### src/rtl/dma_chan_pkg.sv
`timescale 1ns/1ps
package dma_chan_pkg;
  localparam int EN_BIT    = 0;
  localparam int IE_BIT    = 1;
  localparam int DONE_BIT  = 2;
  localparam int SIZE_LO   = 4;
  localparam int CHAIN_BIT = 6;

  localparam int ADDR_CTRL  = 0;
  localparam int ADDR_COUNT = 1;
  localparam int ADDR_CHAIN = 2;

  typedef enum logic [1:0] {
    SZ_BYTE = 2'b00,
    SZ_WORD = 2'b01,
    SZ_LONG = 2'b10,
    SZ_BAD  = 2'b11
  } xferSize_e;

  typedef struct packed {
    logic wrCtrl;
    logic wrCount;
    logic wrChain;
    logic decCount;
    logic reloadCount;
    logic decChain;
    logic setDone;
    logic clrDone;
    logic clrEn;
    logic arm;
    logic disarm;
  } strobe_t;

  typedef struct packed {
    logic      chanEn;
    logic      irqEn;
    logic      done;
    logic      chainMode;
    logic      armed;
    logic      countZero;
    logic      countOne;
    logic      chainZero;
    logic      chainOne;
    xferSize_e size;
  } status_t;
endpackage

### src/rtl/dma_chan_dp.sv
`timescale 1ns/1ps
module dma_chan_dp
  import dma_chan_pkg::*;
#(
  parameter int CNT_W   = 16,
  parameter int CHAIN_W = 8,
  parameter int ADDR_W  = 2,
  parameter int DATA_W  = 32
) (
  input  logic              clk,
  input  logic              rstN,
  input  strobe_t           stb,
  input  logic [ADDR_W-1:0] regAddr,
  input  logic [DATA_W-1:0] regWdata,
  output status_t           stat,
  output logic [DATA_W-1:0] regRdata
);
  logic              chanEnQ, irqEnQ, doneQ, chainModeQ, armedQ;
  xferSize_e         sizeQ;
  logic [CNT_W-1:0]  countQ, reloadQ;
  logic [CHAIN_W-1:0] chainQ;
  logic              unusedWdata;

  assign unusedWdata = ^regWdata[DATA_W-1:CNT_W];

  always_ff @(posedge clk or negedge rstN) begin
    if (!rstN) begin
      chanEnQ    <= 1'b0;
      irqEnQ     <= 1'b0;
      doneQ      <= 1'b0;
      chainModeQ <= 1'b0;
      armedQ     <= 1'b0;
      sizeQ      <= SZ_BYTE;
      countQ     <= '0;
      reloadQ    <= '0;
      chainQ     <= '0;
    end else begin
      if (stb.wrCtrl) begin
        chanEnQ    <= regWdata[EN_BIT];
        irqEnQ     <= regWdata[IE_BIT];
        chainModeQ <= regWdata[CHAIN_BIT];
        sizeQ      <= xferSize_e'(regWdata[SIZE_LO+1:SIZE_LO]);
      end
      if (stb.clrEn) chanEnQ <= 1'b0;

      if (stb.clrDone)      doneQ <= 1'b0;
      else if (stb.setDone) doneQ <= 1'b1;

      if (stb.disarm) armedQ <= 1'b0;
      if (stb.arm)    armedQ <= 1'b1;

      if (stb.wrCount) begin
        countQ  <= regWdata[CNT_W-1:0];
        reloadQ <= regWdata[CNT_W-1:0];
      end else if (stb.reloadCount) begin
        countQ <= reloadQ;
      end else if (stb.decCount) begin
        countQ <= countQ - CNT_W'(1);
      end

      if (stb.wrChain)       chainQ <= regWdata[CHAIN_W-1:0];
      else if (stb.decChain) chainQ <= chainQ - CHAIN_W'(1);
    end
  end

  always_comb begin
    stat.chanEn    = chanEnQ;
    stat.irqEn     = irqEnQ;
    stat.done      = doneQ;
    stat.chainMode = chainModeQ;
    stat.armed     = armedQ;
    stat.size      = sizeQ;
    stat.countZero = (countQ == '0);
    stat.countOne  = (countQ == CNT_W'(1));
    stat.chainZero = (chainQ == '0);
    stat.chainOne  = (chainQ == CHAIN_W'(1));
  end

  always_comb begin
    regRdata = '0;
    if (regAddr == ADDR_W'(ADDR_CTRL)) begin
      regRdata[EN_BIT]               = chanEnQ;
      regRdata[IE_BIT]               = irqEnQ;
      regRdata[DONE_BIT]             = doneQ;
      regRdata[SIZE_LO+1:SIZE_LO]    = sizeQ;
      regRdata[CHAIN_BIT]            = chainModeQ;
    end else if (regAddr == ADDR_W'(ADDR_COUNT)) begin
      regRdata[CNT_W-1:0] = countQ;
    end else if (regAddr == ADDR_W'(ADDR_CHAIN)) begin
      regRdata[CHAIN_W-1:0] = chainQ;
    end
  end
endmodule

### src/rtl/dma_chan_ctrl.sv
`timescale 1ns/1ps
module dma_chan_ctrl
  import dma_chan_pkg::*;
#(
  parameter int ADDR_W = 2
) (
  input  status_t           stat,
  input  logic              regWe,
  input  logic              regRe,
  input  logic [ADDR_W-1:0] regAddr,
  input  logic              wrDoneBit,
  input  logic              xferDone,
  input  logic              abortIn,
  input  logic              masterEn,
  input  logic              standbyIn,
  input  logic              modStandby,
  output strobe_t           stb,
  output logic              xferReq,
  output logic              irqOut
);
  logic active, step, linkEnd, ctrlSel, ctrlWr, sizeOk, chainOk;

  assign sizeOk  = (stat.size != SZ_BAD);
  assign chainOk = !stat.chainMode || !stat.chainZero;
  assign active  = stat.chanEn && masterEn && !stat.done && sizeOk &&
                   !modStandby && !stat.countZero && chainOk;
  assign step    = xferDone && active && !abortIn;
  assign linkEnd = step && stat.countOne;
  assign ctrlSel = (regAddr == ADDR_W'(ADDR_CTRL));
  assign ctrlWr  = regWe && ctrlSel;

  always_comb begin
    stb             = '0;
    stb.wrCtrl      = ctrlWr;
    stb.wrCount     = regWe && (regAddr == ADDR_W'(ADDR_COUNT));
    stb.wrChain     = regWe && (regAddr == ADDR_W'(ADDR_CHAIN));
    stb.decCount    = step;
    stb.reloadCount = linkEnd && stat.chainMode && !stat.chainOne;
    stb.decChain    = linkEnd && stat.chainMode;
    stb.setDone     = linkEnd && (!stat.chainMode || stat.chainOne);
    stb.clrDone     = standbyIn || (ctrlWr && stat.armed && !wrDoneBit);
    stb.clrEn       = abortIn;
    stb.disarm      = ctrlWr || standbyIn;
    stb.arm         = regRe && ctrlSel && stat.done && !stb.clrDone;
  end

  assign xferReq = active;
  assign irqOut  = stat.done && stat.irqEn;
endmodule

### src/rtl/dma_chan_status.sv
`timescale 1ns/1ps
module dma_chan_status
  import dma_chan_pkg::*;
#(
  parameter int CNT_W   = 16,
  parameter int CHAIN_W = 8,
  parameter int ADDR_W  = 2,
  parameter int DATA_W  = 32
) (
  input  logic              clk,
  input  logic              rstN,
  input  logic              regWe,
  input  logic              regRe,
  input  logic [ADDR_W-1:0] regAddr,
  input  logic [DATA_W-1:0] regWdata,
  output logic [DATA_W-1:0] regRdata,
  input  logic              xferDone,
  input  logic              abortIn,
  input  logic              masterEn,
  input  logic              standbyIn,
  input  logic              modStandby,
  output logic              xferReq,
  output logic              irqOut
);
  strobe_t stb;
  status_t stat;

  dma_chan_ctrl #(.ADDR_W(ADDR_W)) u_ctrl (
    .stat(stat), .regWe(regWe), .regRe(regRe), .regAddr(regAddr),
    .wrDoneBit(regWdata[DONE_BIT]), .xferDone(xferDone), .abortIn(abortIn),
    .masterEn(masterEn), .standbyIn(standbyIn), .modStandby(modStandby),
    .stb(stb), .xferReq(xferReq), .irqOut(irqOut)
  );

  dma_chan_dp #(.CNT_W(CNT_W), .CHAIN_W(CHAIN_W), .ADDR_W(ADDR_W), .DATA_W(DATA_W)) u_dp (
    .clk(clk), .rstN(rstN), .stb(stb), .regAddr(regAddr), .regWdata(regWdata),
    .stat(stat), .regRdata(regRdata)
  );
endmodule

### config.mk
export PLATFORM = sky130hd
export DESIGN_NAME = dma_chan_status
export DESIGN_NICKNAME = d
export VERILOG_FILES = /design/src/rtl/dma_chan_pkg.sv /design/src/rtl/dma_chan_dp.sv /design/src/rtl/dma_chan_ctrl.sv /design/src/rtl/dma_chan_status.sv
export SDC_FILE = /design/constraint.sdc
export NUM_CORES = 1
export LEC_CHECK = 0
export ABC_AREA = 1
export ABC_CLOCK_PERIOD_IN_PS = 3450
export BUFFER_PORTS_ARGS = -buffer_cell sky130_fd_sc_hd__buf_2
export CORE_MARGIN = 2
export CORE_UTILIZATION = 49
export DETAILED_ROUTE_END_ITERATION = 16
export PLACE_DENSITY_LB_ADDON = 0.3
export SYNTH_ARGS = -nofsm -noshare
export SYNTH_HDL_FRONTEND = slang
export SYNTH_SLANG_ARGS = --single-unit
### constraint.sdc
create_clock -name clk -period 3.45 [get_ports clk]
set_input_delay 0.69 -clock clk [delete_from_list [all_inputs] [get_ports clk]]
set_output_delay 0.69 -clock clk [all_outputs]
set_load 0.1 [all_outputs]
==> run_results.csv, run 1 <==
group,metric,value,unit
global_route,grt_pass1_wl,13300,microns
power,vdd_drop_max,0.000250,V
critical_path,path_class,"in2out",
cts,cts_made_buffers,5,
global_route,grt_pass1_vias,2760,
global_route,antenna_found_initial,0,
place,place_hpwl,5810,microns
floorplan,boundaryPins,77,
synthesis,synth_top_area_cell,"dfrtp_1",
cts,cts_hold_buffers,0,
cts,cts-htree-levels,2,
synthesis,synth_edf_count,0,
floorplan,dieArea,7240,sq um
finish,utilization,55.9,%
cts,cts_buffer_depth,2,
power,power.total,0.00204,W
critical_path,crit_start,"regAddr[1]",
cts,cts.sinks,47,
cts,clk_pin_slew,0.08,ns
synthesis,syn-cell-area,3220,sq um
cts,clockRootBuffer,"clkbuf_8",
place,gp_congestion,0.980,
global_route,grt_overflow,0,
synthesis,synth_seq_cells,47,
cts,cts_setup_buffers,0,
cts,clk_latency,0.31,ns
floorplan,dieWidth,85.1,microns
synthesis,avgSynthCellArea,7.16,sq um
critical_path,end_kind,"primary output",
timing,setup_viol,0,
critical_path,cp.required,2.76,ns
timing,fin_setup_tns,0,ns
timing,final-max-slew-violation-count,0,
critical_path,cp-start-kind,"primary input",
floorplan,die_h,85.1,microns
outcome,status,"complete, no violations",
cts,cts_tree,"built",
synthesis,synth_seq_area_share,36.5,%
detailed_routing,drt_iter0_drc,222,
critical_path,cp.arrival,2.05,ns
finish,fillers,616,
synthesis,async_reset_ff_share,100,%
hold_path,hp-class,"reg2reg",
place,io_buffers,44,
place,dpl-instance-area,3430,sq um
flow_run,cap_violations,0,
timing,finalCritPeriodShare,79.5,%
floorplan,core-area,6350,sq um
critical_path,rr_startpoint,"u_dp.chainQ[0]$_DFFE_PN0P_",
finish,layout-drive-gt1-share,16.4,%
synthesis,synth_ff_type,"dfrtp_1",
finish,n_antenna_cell,0,
global_route,grt_max_degree,48,
power,leakage,1.88,nW
timing,finalHoldViolCount,0,
cts,post_cts_resize_count,0,
detailed_routing,wl_per_cell,13.7,microns
timing,skew,0.0136,ns
timing,rsz0062_at_grt,"no",
synthesis,synth.top_cell.area_share,36.5,%
synthesis,ys_types,35,
hold_path,worstHoldStart,"u_dp.reloadQ[13]$_DFFE_PN0P_",
timing,fmax,365,MHz
critical_path,reg2reg_slack,1.20,ns
timing,finalCriticalPeriod,2.74,ns
critical_path,crit_fanout,15,
detailed_routing,drcViolationCount,0,
finish,syn_to_final_growth,10.3,%
floorplan,row_count,29,
detailed_routing,vias_per_cell,5.19,
synthesis,ys_top_cells_by_area,"dfrtp_1 (37%), nand2_1 (13%), nor2_1 (7.3%)",
timing,tightest_slew,1.05,ns
finish,nets,541,
power,power.density,575,nW/um^2
timing,relSlewSlack,30.1,%
synthesis,yosys_warnings,0,
finish,final_area,3550,sq um
synthesis,netlist_instances,450,
detailed_routing,ant_nets,0,
detailed_routing,firstDrtPassIters,5,
detailed_routing,num_vias,2958,
detailed_routing,wirelength,7830,microns
floorplan,start_util,50.7,%
global_route,grt_use_total,23.1,%
[cells in the mapped netlist (2+ instances only)]
cell	number
inv_2	4
o21ai_0	31
o211ai_1	5
nor2_4	6
buf_2	2
o221ai_1	6
a31oi_1	2
a21oi_1	14
o22ai_1	7
nor2_1	63
ha_1	6
o21ai_1	2
nand2_1	109
buf_6	2
buf_4	17
nand4_1	5
nand2_4	2
inv_1	53
xor2_1	10
clkbuf_1	5
o21bai_1	5
nand3b_1	3
nor3_1	4
nand2_2	7
nand3_1	21
dfrtp_1	47
nor2_2	4
[layout make-up]
| class | count | area (sq um) | share of cell area [%] |
|---|---|---|---|
| flip-flops and latches | 47 | 1180 | 33.1 |
| multi-input cells | 334 | 1710 | 48.0 |
| inverters | 57 | 214 | 6.02 |
| clock buffers | 6 | 82.6 | 2.32 |
| repair buffers | 47 | 243 | 6.83 |
| clock inverters | 2 | 35.0 | 0.986 |
| well taps | 77 | 96.3 | 2.71 |
[worst max-delay path: stages]
cell      delay, ns
buf_2          0.12
nor2_1         0.21
inv_1          0.28
o221ai_1       0.28
buf_2          0.46
[logic make-up (layout without fill, tap and decap cells)]
group / count (synthesis) / after routing / synth area share, %
flops: 47 / 47 / 36.5
compound gates: 74 / 74 / 13.5
fa+ha+maj: 6 / 6 / 2.33
simple gates: 228 / 228 / 32.5
other cells: 1 / 16 / 0.116
xor+xnor: 10 / 10 / 2.72
buf+inv: 84 / 112 / 12.3
[registers in the layout, indices dropped and copies added, names as in the netlist]
name / cells
u_dp.reloadQ: 16
u_dp.chanEnQ: 1
u_dp.chainModeQ: 1
u_dp.countQ: 16
u_dp.sizeQ: 2
u_dp.doneQ: 1
u_dp.armedQ: 1
u_dp.chainQ: 8
u_dp.irqEnQ: 1
[power by group]
part           switching, W  internal (W)  total [W]
clock network      0.000191      0.000235   0.000426
logic              0.000616      0.000219   0.000835
registers          0.000118      0.000665   0.000783
total              0.000925       0.00112    0.00204
[per-stage QoR]
step | hold WS [ns] | worst slack [ns] | std cells
after floorplan | 0.394 | 0.114 | 465
after global placement | 0.456 | 0.736 | 562
after detailed placement | 0.464 | 0.723 | 562
after CTS | 0.486 | 0.714 | 570
after global routing | 0.508 | 0.612 | 570
final | 0.483 | 0.708 | 570
[layer usage]
layer / share of wire, % / vias up / GRT usage, %
met3: 4.0 / 11 / 3.02
met1: 47 / 1386 / 32.5
li1: - / 1492 / -
met5: 0 / - / 0
met2: 47 / 69 / 37.1
met4: 1.5 / 0 / 7.36
[placed cells by master (no fill, tap or decap), types with 4 or more instances in the layout]
cell,instances
nand2_1,109
nor2_2,4
conb_1,16
buf_2,44
o211ai_1,5
a21oi_1,14
nor3_1,4
nor2_4,6
clkbuf_8,6
nor2_1,63
dfrtp_1,47
o21bai_1,5
o22ai_1,7
ha_1,6
nand2_2,7
xor2_1,10
nand4_1,5
inv_1,53
o221ai_1,6
o21ai_0,31
nand3_1,21
inv_2,4
[worst paths after layout]
check / end / cells after the start
setup / recovery: regRdata[0] / 5
hold / removal: u_dp.reloadQ[13]$_DFFE_PN0P_ / 2
setup reg to reg: u_dp.countQ[5]$_DFFE_PN0P_ / 15
hold reg to reg: u_dp.reloadQ[13]$_DFFE_PN0P_ / 2
max in group asynchronous: u_dp.countQ[3]$_DFFE_PN0P_ / 1
min in group asynchronous: u_dp.armedQ$_DFFE_PN0P_ / 1
Power figures use the tool's default switching activity.
==> run 2: changes to the inputs <==
- ABC_AREA: 1 -> 0
- ABC_CLOCK_PERIOD_IN_PS: 3450 -> 2500
- CORE_UTILIZATION: 49 -> 48
- clock period: 3.45 -> 2.5 ns (I/O delays scaled with it)
==> run_results.csv, run 2 <==
group,metric,value,unit
global_route,grt_overflow,0,
detailed_routing,firstDrtPassIters,5,
finish,register_area,1180,sq um
floorplan,start_util,50.3,%
timing,fmax,413,MHz
timing,relSlewSlack,56.2,%
synthesis,synth_seq_cells,47,
synthesis,synth.top_cell.area_share,39.0,%
finish,n_antenna_cell,0,
synthesis,ys_top_cells_by_area,"dfrtp_1 (39%), nand2_1 (8.7%), buf_4 (4.0%)",
floorplan,core-area,5990,sq um
power,swShare,40.7,%
finish,top_regs,"u_dp.countQ (16), u_dp.reloadQ (16), u_dp.chainQ (8)",
timing,tightest_slew,0.656,ns
finish,fillers,519,
flow_run,cap_violations,0,
finish,nets,462,
finish,syn_to_final_growth,25.8,%
floorplan,row_count,28,
outcome,status,"complete, no violations",
place,dpl-instance-area,3690,sq um
timing,finalCritPeriodShare,97.0,%
cts,cts-htree-levels,2,
global_route,grt_max_degree,25,
cts,clk_pin_slew,0.09,ns
place,place_hpwl,5960,microns
critical_path,cp_slowest_cell,"dfrtp_1",
synthesis,synth_top_area_cell,"dfrtp_1",
floorplan,boundaryPins,77,
critical_path,max_stage_delay,0.45,ns
place,io_buffers,44,
synthesis,ys_types,52,
power,combPwrFrac,38.1,%
critical_path,path_cells,"or3_1, nor4_4, buf_4, a31oi_2, buf_12",
detailed_routing,wl_per_cell,16.0,microns
finish,layout_commonest_cell,"nand2_1",
synthesis,synth_common_cells,"nand2_1 (70), dfrtp_1 (47), nor2_1 (21), a21oi_1 (18), buf_4 (16)",
power,power.density,619,nW/um^2
detailed_routing,ant_nets,0,
global_route,antenna_found_initial,0,
timing,rsz0062_at_grt,"no",
critical_path,crit_fanout,7,
timing,finalHoldViolCount,0,
global_route,grt_pass1_wl,12900,microns
power,p_sw,0.000955,W
floorplan,dieWidth,83.3,microns
finish,multi_input_area,1710,sq um
power,seq_power_share,42.5,%
finish,utilization,63.3,%
synthesis,synth_edf_count,0,
synthesis,post-synth-top-count-cell,"nand2_1",
synthesis,synth_ff_type,"dfrtp_1",
floorplan,die_h,83.3,microns
timing,finalCriticalPeriod,2.42,ns
timing,final-max-slew-violation-count,0,
finish,final_area,3790,sq um
synthesis,avgSynthCellArea,8.57,sq um
detailed_routing,drt_iter0_drc,163,
power,clockPowerShare,19.3,%
cts,cts_buffer_depth,2,
critical_path,path_class,"reg2out",
detailed_routing,wirelength,7850,microns
detailed_routing,num_vias,2818,
global_route,grt_pass1_vias,2506,
critical_path,cp-start-kind,"flip-flop",
place,gp_congestion,0.956,
hold_path,hp-class,"in2async",
synthesis,netlist_instances,352,
power,internal_power,0.00139,W
timing,setup_viol,0,
timing,holdWs,0.184,ns
synthesis,async_reset_ff_share,100,%
synthesis,synth_seq_area_share,39.0,%
synthesis,yosys_warnings,0,
cts,cts_made_buffers,5,
cts,clockRootBuffer,"clkbuf_8",
synthesis,syn-cell-area,3020,sq um
power,vdd_drop_max,0.000376,V
cts,clk_latency,0.30,ns
finish,layout_common_cells,"nand2_1 (70), dfrtp_1 (47), buf_2 (27), buf_4 (26), nor2_1 (20)",
floorplan,dieArea,6930,sq um
cts,cts_tree,"built",
detailed_routing,vias_per_cell,5.76,
finish,layout-drive-gt1-share,24.9,%
power,leakage,1.74,nW
timing,skew,0.00551,ns
critical_path,end_kind,"primary output",
power,power.total,0.00235,W
critical_path,cp.required,2.00,ns
critical_path,cp.arrival,1.92,ns
detailed_routing,drcViolationCount,0,
cts,cts.sinks,47,
global_route,grt_use_total,22.7,%
run 2: cell count changes after synthesis, moves of 10 or more:
cell,delta
inv_1,-44
nand3_1,-13
and2_1,+10
nor2_1,-42
xnor2_1,+10
nand2_1,-39
o21ai_0,-21
mux2i_1,+10
run 2: power groups by stage:
stage	clock [W]	sequential, W	combinational (W)
after floorplan	0	0.000982	0.000620
after global placement	0	0.00100	0.000869
after detailed placement	0	0.00101	0.000884
after CTS	0.000464	0.000991	0.000887
after global routing	0.000500	0.00102	0.000952
final	0.000454	0.000998	0.000895
run 2: area by class of cell:
cell class,count,area share (%)
flip-flops and latches,47,31.0
well taps,75,2.47
clock inverters,2,0.330
multi-input cells,279,45.2
repair buffers,71,18.2
inverters,9,0.891
clock buffers,6,1.91
run 2: cells by family (layout without fill, tap and decap cells):
kind of cell / after synthesis / after routing / share of synthesized area (%)
compound gates: 62 / 62 / 13.1
xor+xnor: 14 / 14 / 4.07
fa+ha+maj: 6 / 6 / 2.49
buf+inv: 41 / 88 / 7.43
flops: 47 / 47 / 39.0
mux: 18 / 18 / 6.31
other cells: 1 / 16 / 0.124
simple gates: 163 / 163 / 27.5
run 2: metrics by stage:
step | std cells | setup WS [ns] | setup TNS, ns
detailed placement | 480 | -0.112 | -0.344
floorplan | 367 | -0.327 | -0.327
global placement | 480 | -0.0488 | -0.0937
CTS | 488 | 0.0129 | 0
finish | 489 | 0.0761 | 0
global route | 489 | 0.0176 | 0
run 2: metal layers:
| layer | track usage, % | part of all wire [%] | wire length, microns | vias to the layer above |
|---|---|---|---|---|
| met3 | 3.18 | 6.4 | 505 | 8 |
| met5 | 0 | 0 | 0 | - |
| met1 | 34.3 | 46 | 3620 | 1367 |
| met4 | 4.02 | 0.65 | 51 | 0 |
| met2 | 35.0 | 47 | 3670 | 112 |
| li1 | - | - | - | 1331 |
run 2: repair_timing:
action	4_1_cts	5_1_grt
endpoints found under the setup margin	0	9
gates resized for setup	0	2
buffers inserted	0	1
hold buffers	0	0
run 2: worst paths after layout:
check                      cells past startpoint                    startpoint                      endpoint  slack [ns]
max                                            5   u_dp.countQ[10]$_DFFE_PN0P_                       xferReq        0.08
min                                            1                          rstN   u_dp.countQ[12]$_DFFE_PN0P_        0.18
max reg2reg                                    7    u_dp.countQ[7]$_DFFE_PN0P_   u_dp.countQ[14]$_DFFE_PN0P_        0.12
min reg2reg                                    2  u_dp.reloadQ[10]$_DFFE_PN0P_  u_dp.reloadQ[10]$_DFFE_PN0P_        0.47
max in group asynchronous                      2                          rstN    u_dp.chainQ[6]$_DFFE_PN0P_        1.79
min in group clk                               2                       abortIn      u_dp.chanEnQ$_DFFE_PN0P_        0.36
run 2: critical path: cells and delay by family (launching register included):
family | cells | cell delay [ns]
flip-flops | 1 | 0.45
AND/OR/NAND/NOR | 2 | 0.68
buffers and inverters | 2 | 0.38
AO/OA/AOI/OAI | 1 | 0.12
